File: src/rtl/clb_pkg.sv
package clb_pkg;
  localparam int F_IN   = 4;
  localparam int G_IN   = 4;
  localparam int H_IN   = 3;
  localparam int F_BITS = 1 << F_IN;
  localparam int G_BITS = 1 << G_IN;
  localparam int H_BITS = 1 << H_IN;
  localparam int N_OUT  = 2;
  localparam int N_SRC  = 3;

  typedef enum logic [1:0] {
    SRC_F  = 2'd0,
    SRC_G  = 2'd1,
    SRC_H  = 2'd2,
    SRC_H2 = 2'd3
  } src_e;

  // packed: first member is the most significant field
  typedef struct packed {
    logic              y_reg;
    logic              x_reg;
    src_e              y_ff;
    src_e              x_ff;
    src_e              y_comb;
    src_e              x_comb;
    logic [H_BITS-1:0] h_tab;
    logic [G_BITS-1:0] g_tab;
    logic [F_BITS-1:0] f_tab;
  } cfg_t;

  localparam int CFG_W = $bits(cfg_t);
endpackage

File: src/rtl/clb_lut.sv
module clb_lut #(
  parameter int N = 4
) (
  input  logic [(1<<N)-1:0] tab_i,
  input  logic [N-1:0]      sel_i,
  output logic              o
);
  localparam int SZ = 1 << N;

  // heap-ordered mux tree: root at 0, leaves at SZ-1..2*SZ-2
  logic [2*SZ-2:0] node;

  for (genvar k = 0; k < SZ; k++) begin : g_leaf
    assign node[SZ-1+k] = tab_i[k];
  end

  for (genvar i = 0; i < SZ-1; i++) begin : g_mux
    localparam int LVL = $clog2(i+2) - 1;
    assign node[i] = sel_i[N-1-LVL] ? node[2*i+2] : node[2*i+1];
  end

  assign o = node[0];
endmodule

File: src/rtl/clb_cfg_chain.sv
module clb_cfg_chain #(
  parameter int W = 50
) (
  input  logic         clk_i,
  input  logic         rst_ni,
  input  logic         cfg_en_i,
  input  logic         cfg_din_i,
  output logic [W-1:0] cfg_o
);
  logic [W-1:0] sr_q;

  always_ff @(posedge clk_i or negedge rst_ni) begin
    if (!rst_ni)       sr_q <= '0;
    else if (cfg_en_i) sr_q <= {sr_q[W-2:0], cfg_din_i};
  end

  assign cfg_o = sr_q;

  AST_CFG_SHIFT_IN: assert property (@(posedge clk_i) disable iff (!rst_ni)
    cfg_en_i |=> cfg_o[0] == $past(cfg_din_i));
  AST_CFG_SHIFT_UP: assert property (@(posedge clk_i) disable iff (!rst_ni)
    cfg_en_i |=> cfg_o[W-1:1] == $past(cfg_o[W-2:0]));
  AST_CFG_FROZEN: assert property (@(posedge clk_i) disable iff (!rst_ni)
    !cfg_en_i |=> $stable(cfg_o));
endmodule

File: src/rtl/clb_out_stage.sv
module clb_out_stage
  import clb_pkg::*;
(
  input  logic             clk_i,
  input  logic             rst_ni,
  input  logic             cfg_en_i,
  input  logic             srst_i,
  input  logic             ce_i,
  input  logic [N_SRC-1:0] lut_i,   // {H, G, F}
  input  src_e             comb_sel_i,
  input  src_e             ff_sel_i,
  input  logic             reg_sel_i,
  output logic             o
);
  logic comb_val, ff_d, ff_q;

  function automatic logic pick(input src_e s, input logic [N_SRC-1:0] v);
    case (s)
      SRC_F:   return v[0];
      SRC_G:   return v[1];
      default: return v[2];
    endcase
  endfunction

  assign comb_val = pick(comb_sel_i, lut_i);
  assign ff_d     = pick(ff_sel_i, lut_i);

  // configuration freezes the register; clear beats load
  always_ff @(posedge clk_i or negedge rst_ni) begin
    if (!rst_ni)       ff_q <= 1'b0;
    else if (cfg_en_i) ff_q <= ff_q;
    else if (srst_i)   ff_q <= 1'b0;
    else if (ce_i)     ff_q <= ff_d;
  end

  assign o = reg_sel_i ? ff_q : comb_val;

  AST_FF_FREEZE: assert property (@(posedge clk_i) disable iff (!rst_ni)
    cfg_en_i |=> $stable(ff_q));
  AST_FF_CLEAR: assert property (@(posedge clk_i) disable iff (!rst_ni)
    (!cfg_en_i && srst_i) |=> !ff_q);
  AST_FF_IDLE: assert property (@(posedge clk_i) disable iff (!rst_ni)
    (!cfg_en_i && !srst_i && !ce_i) |=> $stable(ff_q));
  AST_FF_LOAD: assert property (@(posedge clk_i) disable iff (!rst_ni)
    (!cfg_en_i && !srst_i && ce_i) |=> ff_q == $past(ff_d));
endmodule

File: src/rtl/clb_lut3.sv
module clb_lut3
  import clb_pkg::*;
(
  input  logic            clk_i,
  input  logic            rst_ni,
  input  logic            cfg_en_i,
  input  logic            cfg_din_i,
  input  logic            ce_i,
  input  logic            srst_i,
  input  logic [F_IN-1:0] f_i,
  input  logic [G_IN-1:0] g_i,
  input  logic            h1_i,
  output logic            x_o,
  output logic            y_o
);
  logic [CFG_W-1:0] cfg_vec;
  cfg_t             cfg;
  logic             f_val, g_val, h_val;
  logic [N_SRC-1:0] lut_vals;
  src_e             comb_sel [N_OUT];
  src_e             ff_sel   [N_OUT];
  logic [N_OUT-1:0] reg_sel, outs;

  clb_cfg_chain #(.W(CFG_W)) i_chain (
    .clk_i     (clk_i),
    .rst_ni    (rst_ni),
    .cfg_en_i  (cfg_en_i),
    .cfg_din_i (cfg_din_i),
    .cfg_o     (cfg_vec)
  );
  assign cfg = cfg_t'(cfg_vec);

  clb_lut #(.N(F_IN)) i_lut_f (.tab_i(cfg.f_tab), .sel_i(f_i), .o(f_val));
  clb_lut #(.N(G_IN)) i_lut_g (.tab_i(cfg.g_tab), .sel_i(g_i), .o(g_val));
  clb_lut #(.N(H_IN)) i_lut_h (.tab_i(cfg.h_tab), .sel_i({h1_i, g_val, f_val}), .o(h_val));

  assign lut_vals = {h_val, g_val, f_val};

  assign comb_sel[0] = cfg.x_comb;
  assign comb_sel[1] = cfg.y_comb;
  assign ff_sel[0]   = cfg.x_ff;
  assign ff_sel[1]   = cfg.y_ff;
  assign reg_sel     = {cfg.y_reg, cfg.x_reg};

  for (genvar o = 0; o < N_OUT; o++) begin : g_out
    clb_out_stage i_stage (
      .clk_i      (clk_i),
      .rst_ni     (rst_ni),
      .cfg_en_i   (cfg_en_i),
      .srst_i     (srst_i),
      .ce_i       (ce_i),
      .lut_i      (lut_vals),
      .comb_sel_i (comb_sel[o]),
      .ff_sel_i   (ff_sel[o]),
      .reg_sel_i  (reg_sel[o]),
      .o          (outs[o])
    );
  end

  assign x_o = outs[0];
  assign y_o = outs[1];

  AST_F_LOOKUP: assert property (@(posedge clk_i) disable iff (!rst_ni)
    f_val == cfg.f_tab[f_i]);
  AST_G_LOOKUP: assert property (@(posedge clk_i) disable iff (!rst_ni)
    g_val == cfg.g_tab[g_i]);
  AST_H_LOOKUP: assert property (@(posedge clk_i) disable iff (!rst_ni)
    h_val == cfg.h_tab[{h1_i, g_val, f_val}]);
endmodule

File: config.mk
export PLATFORM = sky130hd
export DESIGN_NAME = clb_lut3
export DESIGN_NICKNAME = d
export VERILOG_FILES = /design/src/rtl/clb_pkg.sv /design/src/rtl/clb_lut.sv /design/src/rtl/clb_cfg_chain.sv /design/src/rtl/clb_out_stage.sv /design/src/rtl/clb_lut3.sv
export SDC_FILE = /design/constraint.sdc
export NUM_CORES = 1
export LEC_CHECK = 0
export ABC_AREA = 1
export BUFFER_PORTS_ARGS = -buffer_cell sky130_fd_sc_hd__buf_4
export CAP_MARGIN = 30
export CORE_MARGIN = 5
export CORE_UTILIZATION = 50
export CTS_CLUSTER_SIZE = 10
export DETAILED_ROUTE_END_ITERATION = 10
export GPL_ROUTABILITY_DRIVEN = 0
export PLACE_DENSITY_LB_ADDON = 0.25
export SYNTH_ARGS = -nofsm -noshare
export SYNTH_HDL_FRONTEND = slang
export SYNTH_SLANG_ARGS = --single-unit
File: constraint.sdc
create_clock -name clk_i -period 2.1 [get_ports clk_i]
set_input_delay 0.42 -clock clk_i [delete_from_list [all_inputs] [get_ports clk_i]]
set_output_delay 0.42 -clock clk_i [all_outputs]
set_load 0.01 [all_outputs]
==> results of run 1 <==
## area by class of cell
| class | count | area [µm²] |
|---|---|---|
| Multi-Input combinational cell | 208 | 1090 |
| Fill cell | 441 | 1990 |
| Tap cell | 70 | 87.6 |
| Timing Repair Buffer | 37 | 290 |
| Inverter | 61 | 251 |
| Clock inverter | 1 | 7.51 |
| Clock buffer | 7 | 86.3 |
| Sequential cell | 52 | 1300 |
## what timing repair did
action	4_1_cts	5_1_grt
setup buffers	12	8
endpoints found under the setup margin	2	4
gates resized for setup	10	18
gates cloned	0	0
pin swaps	14	15
## worst max path at each step
| stage | from | endpoint | slack (ns) | cells after the start |
|---|---|---|---|---|
| after floorplan | f_i[0] | x_o | 0.22 | 12 |
| after global placement | g_i[0] | y_o | -0.002 | 13 |
| after detailed placement | g_i[0] | y_o | -0.02 | 13 |
| after CTS | i_chain.cfg_o[6] | y_o | -0.15 | 12 |
| after global routing | i_chain.cfg_o[6] | y_o | -0.25 | 12 |
| final | i_chain.cfg_o[3] | x_o | -0.12 | 12 |
## kinds of logic (layout without fill, tap and decap cells)
logic type      count (synthesis)  after routing  share of synthesized area (%)
simple gates                  146            146                           26.3
buf+inv                        74            106                           12.2
compound gates                 62             62                           12.1
flops                          52             52                           49.3
## power by group
| part | internal [W] | total, W | switching, W |
|---|---|---|---|
| clock network | 0.000268 | 0.000585 | 0.000316 |
| registers | 0.00116 | 0.00126 | 0.000102 |
| logic | 0.000281 | 0.000653 | 0.000372 |
| total | 0.00171 | 0.00250 | 0.000790 |
## routing by layer
layer,GRT usage (%),vias to the layer above,wire (µm)
li1,-,1107,-
met2,26.0,28,2240
met3,4.23,10,179
met4,4.90,0,99
met5,0,-,0
met1,21.9,960,2450
## cells in the final DEF (no fill, tap or decap), drive strengths merged
cell,synthesis,final
clkbuf,8,7
a21oi,5,5
clkinvlp,0,1
inv,60,61
buf,5,37
nor2,4,4
nand3,42,42
dfrtp,52,52
nand2,99,99
nand3b,1,1
a31oi,1,1
o21ai,56,56
## stage by stage
stage / total power, W / setup slack (ns) / hold slack (ns) / area [µm²]
2_1_floorplan: 0.00167 / 0.220 / 0.124 / 2640
3_3_place_gp: 0.00182 / -0.00239 / 0.460 / 2800
3_5_place_dp: 0.00183 / -0.0170 / 0.471 / 2800
4_1_cts: 0.00247 / -0.151 / 0.156 / 3010
5_1_grt: 0.00267 / -0.251 / 0.187 / 3110
6_report: 0.00250 / -0.121 / 0.140 / 3110
## worst max-delay path, stage by stage (launching register included)
cell and delay, ns:
dfrtp_1 0.40, inv_1 0.08, nand2_1 0.06, nand3_2 0.09
nand3_2 0.08, nand3_4 0.14, nand2_4 0.09, nand2_2 0.08
nand3_2 0.08, nand3_2 0.10, nand3_2 0.08, a21oi_2 0.11
buf_4 0.12
## registers in the layout, summed over array words and instances, names as in the netlist
register / cells
i_chain.cfg_o: 50
g_out.i_stage.ff_q: 2
==> impl_metrics.ini, run 1 <==
[drt]
antenna_left = 0
wirelength_um = 4980
first_pass_iters = 5
vias = 2105
drt_iter0_markers = 74
drc_errors = 0
wl_per_cell_um = 11.4
routed_via_density = 4.83

[logic_synthesis]
synth.distinct_cells = 24
yosysTopAreaCell = dfrtp_1
synth_top_area_share_pct = 49.3
yosysMostFrequentCell = nand2_1
syn_area_per_cell_um2 = 7.90
synth-edff-count = 0
synth_ff_type = dfrtp_1
synthTopCellsByCount = nand2_1 (93), inv_1 (53), o21ai_1 (53), dfrtp_1 (52), nand3_1 (31)
seq_area_frac_synth_pct = 49.3
synthTopCellsByArea = dfrtp_1 (49%), nand2_1 (13%), o21ai_1 (10%), inv_1 (7.5%), nand3_1 (5.9%)
yosys_warnings = 0
syn-num-nets = 349
ys_ff_latch = 52
syn_area_mm2 = 0.00264
synthCells = 334
async_reset_ff_share_pct = 100

[power_and_ir_drop]
ir_worst_vdd_mv = 0.709
leakage_nw = 1.52
power_density_mw_per_mm2 = 802

[cells_and_area]
stdcell_count = 436
areaGrowthSynthToFinish_pct = 18.1
nNetsFinal = 380
fin_util_pct = 61.0
drive_above_1_share_pct = 26.5
antenna_cells = 0

[floorplanning]
die_area_mm2 = 0.00683
rows = 26
ios = 17
die_w_um = 82.6
start_util_pct = 51.6
core_mm2 = 0.00511
fp.dieH_um = 82.6

[worst_setup_path]
r2r_cells = 19
r2r_start = i_chain.cfg_o[3]
timing.rr.end = g_out[0].i_stage.ff_q
cp.required_ns = 1.68
r2r_slack_ns = -0.10
path_max_fanout = 7
cp-end-kind = output pin
worst-setup-path-type = flop to output pin
cp-start-kind = flop
critPathArrivalTime_ns = 1.80

[clock_network]
root_buffer = clkbuf_8
cts_buffer_depth = 2
cts_tree = built
insertion_delay_ns = 0.30
ctsHtreeMaxLevel = 2
cts_made_buffers = 5
cts.sinks = 52
clk_pin_slew_worst_paths_ns = 0.09
holdBufCountCts = 0

[place]
placed_cells = 408
portBuffers = 16
dp_hpwl_um = 3360

[timing]
final.setup_skew_ns = 0.00834
period_share_pct = 106
final.setup.worst_slack_ns = -0.121
maxSlewViolCount = 0
tightest_slew_ns = 0.636
max_freq_mhz = 450
fin_setup_tns_ns = -0.417
final_hold_viol_count = 0
layout_min_cycle_time_ns = 2.22
slew-limit-headroom_pct = 57.6
setup_viol = 4
grt_setup_unrepaired = yes

[min_path]
hold_path.class = primary input to async pin

[global_routing]
gr-total-overflow = 0
antenna_found_initial = 0
grt_pass1_wl_um = 8640
grt_usage_pct = 16.4
grt_start_max_net_pins = 78
grt_pass1_vias = 1983

[run_status]
violations = negative setup slack
outcome = finished, violations left

[job]
cap_violations = 0
No activity file was read; power rests on OpenSTA's default activity.
==> inputs of run 2 (changes only) <==
--- a/config.mk
+++ b/config.mk
@@ -5,11 +5,11 @@
 export SDC_FILE = /design/constraint.sdc
 export NUM_CORES = 1
 export LEC_CHECK = 0
-export ABC_AREA = 1
 export BUFFER_PORTS_ARGS = -buffer_cell sky130_fd_sc_hd__buf_4
 export CAP_MARGIN = 30
 export CORE_MARGIN = 5
 export CORE_UTILIZATION = 50
+export CTS_BUF_LIST = sky130_fd_sc_hd__clkbuf_16
 export CTS_CLUSTER_SIZE = 10
 export DETAILED_ROUTE_END_ITERATION = 10
 export GPL_ROUTABILITY_DRIVEN = 0
==> run 2 against run 1 <==
Compared with the run above: the flow still finishes with violations (negative setup slack); wire length is 0.82% higher; die area down 3.5%; global-route usage grew 0.44 points; hold slack improved by 0.016 ns; count of clock-buffer cells in the layout is 2 lower; non-clock buffer count up 25; worst setup slack got worse by 1.0 ns.
==> impl_metrics.ini, run 2 <==
[logic_synthesis]
yosysTopAreaCell = dfrtp_1
synthTopCellsByArea = dfrtp_1 (51%), mux2_2 (23%), mux4_2 (5.3%), mux4_1 (4.2%), mux2i_1 (3.6%)
seq_area_frac_synth_pct = 51.4
syn-num-nets = 193
synthCells = 178
synthTopCellsByCount = dfrtp_1 (52), mux2_2 (51), nand2_1 (10), mux2i_1 (9)
syn_area_mm2 = 0.00253
synth_ff_type = dfrtp_1
synth_top_area_share_pct = 51.4
yosys_warnings = 0
yosysMostFrequentCell = dfrtp_1
synth.distinct_cells = 27
async_reset_ff_share_pct = 100
syn_area_per_cell_um2 = 14.2
synth-edff-count = 0
ys_ff_latch = 52

[drt]
routed-wl-met3_um = 125
drc_errors = 0
met2_length_um = 2660
routed_via_density = 5.49
wl_per_cell_um = 16.2
antenna_left = 0
wirelength_um = 5020
vias = 1701
drt_iter0_markers = 73
first_pass_iters = 4
highest_layer = met4
wl_met1_um = 2220

[worst_setup_path]
critPathArrivalTime_ns = 2.85
cp-start-kind = flop
cp-end-kind = output pin
worst-setup-path-type = flop to output pin
path_max_fanout = 3
cp.required_ns = 1.68

[run_status]
outcome = finished, violations left
violations = negative setup slack

[timing]
max_freq_mhz = 306
period_share_pct = 156
slew-limit-headroom_pct = 57.0
hold_slack_ns = 0.156
final.setup.worst_slack_ns = -1.17
layout_min_cycle_time_ns = 3.27
setup_viol = 4
final.setup_skew_ns = 0.00551
maxSlewViolCount = 0
tightest_slew_ns = 0.646
grt_setup_unrepaired = yes
final_hold_viol_count = 0

[power_and_ir_drop]
power_density_mw_per_mm2 = 1130
swShare_pct = 25.7
internal_power_w = 0.00275
ir_worst_vdd_mv = 0.669
pwr-share-clk_pct = 27.3
combPwrFrac_pct = 34.5
pwr-share-seq_pct = 38.2
leakage_nw = 1.52
p_switching_w = 0.000953

[cells_and_area]
antenna_cells = 0
largest_reg_flops = 50
drive_above_1_share_pct = 57.1
nNetsFinal = 255
areaGrowthSynthToFinish_pct = 29.0
mostFrequentLayoutCell = buf_4
stdcell_count = 310
fin_area_mm2 = 0.00327
num-fill-cells = 383
final_cell_mix = buf_4 (59), dfrtp_1 (52), mux2_2 (51)

[place]
dpl_worst_slack_ns = -1.02
placed_cells = 297
portBuffers = 16
dpl_cell_area_mm2 = 0.00301
dp_hpwl_um = 3510

[floorplanning]
start_util_pct = 50.5
die_area_mm2 = 0.00659
ios = 17
rows = 26
core_mm2 = 0.00501
die_w_um = 81.2
fp.dieH_um = 81.2

[global_routing]
grt_start_max_net_pins = 53
grt_usage_pct = 16.8
grt_pass1_vias = 1828
antenna_found_initial = 0
gr-total-overflow = 0
grt_pass1_wl_um = 8450

[min_path]
hold_path.class = primary input to async pin

[clock_network]
cts_tree = built
clk_pin_slew_worst_paths_ns = 0.06
cts_buffer_depth = 2
root_buffer = clkbuf_16
ctsHtreeMaxLevel = 2
cts.sinks = 52
insertion_delay_ns = 0.28
cts_made_buffers = 5

[job]
cap_violations = 0
-- run 2: path summary, 6_finish.rpt --
check,start,end,slack [ns],cells after the start
setup / recovery,i_chain.cfg_o[22],y_o,-1.17,6
setup reg to reg,i_chain.cfg_o[22],g_out[1].i_stage.ff_q,-0.39,8
hold / removal,rst_ni,i_chain.cfg_o[7],0.16,1
min in group clk_i,cfg_din_i,i_chain.cfg_o[0],0.36,2
max in group asynchronous,rst_ni,i_chain.cfg_o[35],1.50,1
hold reg to reg,g_out[1].i_stage.ff_q,g_out[1].i_stage.ff_q,0.50,2
-- run 2: through the flow --
stage	TNS [ns]	total power [W]	utilization, %
2_1_floorplan	-2.10	0.00199	-
3_3_place_gp	-3.10	0.00254	60.1
3_5_place_dp	-3.22	0.00260	60.1
4_1_cts	-3.22	0.00370	64.9
5_1_grt	-3.37	0.00390	65.2
6_report	-3.08	0.00370	65.2
-- run 2: repair_timing --
action | 4_1_cts | 5_1_grt
pin swaps | 3 | 3
resized for setup | 3 | 6
setup buffers | 7 | 1
hold buffers | 0 | 0
setup endpoints to repair | 4 | 4
-- run 2: cell families (layout without fill, tap and decap cells) --
group	count (synthesis)	after routing	share of synthesized area (%)
simple gates	19	19	3.16
compound gates	27	27	7.86
mux	71	71	36.3
buf+inv	9	71	1.33
flops	52	52	51.4
-- run 2: critical path, stage by stage (launching register included) --
cell      delay, ns
dfrtp_1        0.40
mux4_2         0.50
mux4_2         0.50
mux4_2         0.45
a32o_2         0.30
a221oi_2       0.25
buf_4          0.16
-- run 2: area by class of cell --
| class | instances | area [µm²] | share of cell area (%) |
|---|---|---|---|
| clock buffers | 5 | 125 | 3.83 |
| repair buffers | 62 | 485 | 14.9 |
| multi-input cells | 117 | 1200 | 36.7 |
| inverters | 2 | 7.51 | 0.230 |
| flip-flops and latches | 52 | 1300 | 39.8 |
| well taps | 70 | 87.6 | 2.68 |
| clock inverters | 2 | 60.1 | 1.84 |
-- run 2: metal layers --
layer / global-route usage (%) / vias up
met4: 4.22 / 0
met2: 29.1 / 21
met5: 0 / -
met3: 3.77 / 2
met1: 21.3 / 874
li1: - / 804
-- run 2: power by group through the flow --
stage | sequential, W | clock (W) | combinational (W)
detailed placement | 0.00143 | 0 | 0.00117
floorplan | 0.00138 | 0 | 0.000606
finish | 0.00142 | 0.00101 | 0.00128
global route | 0.00144 | 0.00107 | 0.00138
CTS | 0.00141 | 0.00103 | 0.00126
global placement | 0.00141 | 0 | 0.00113
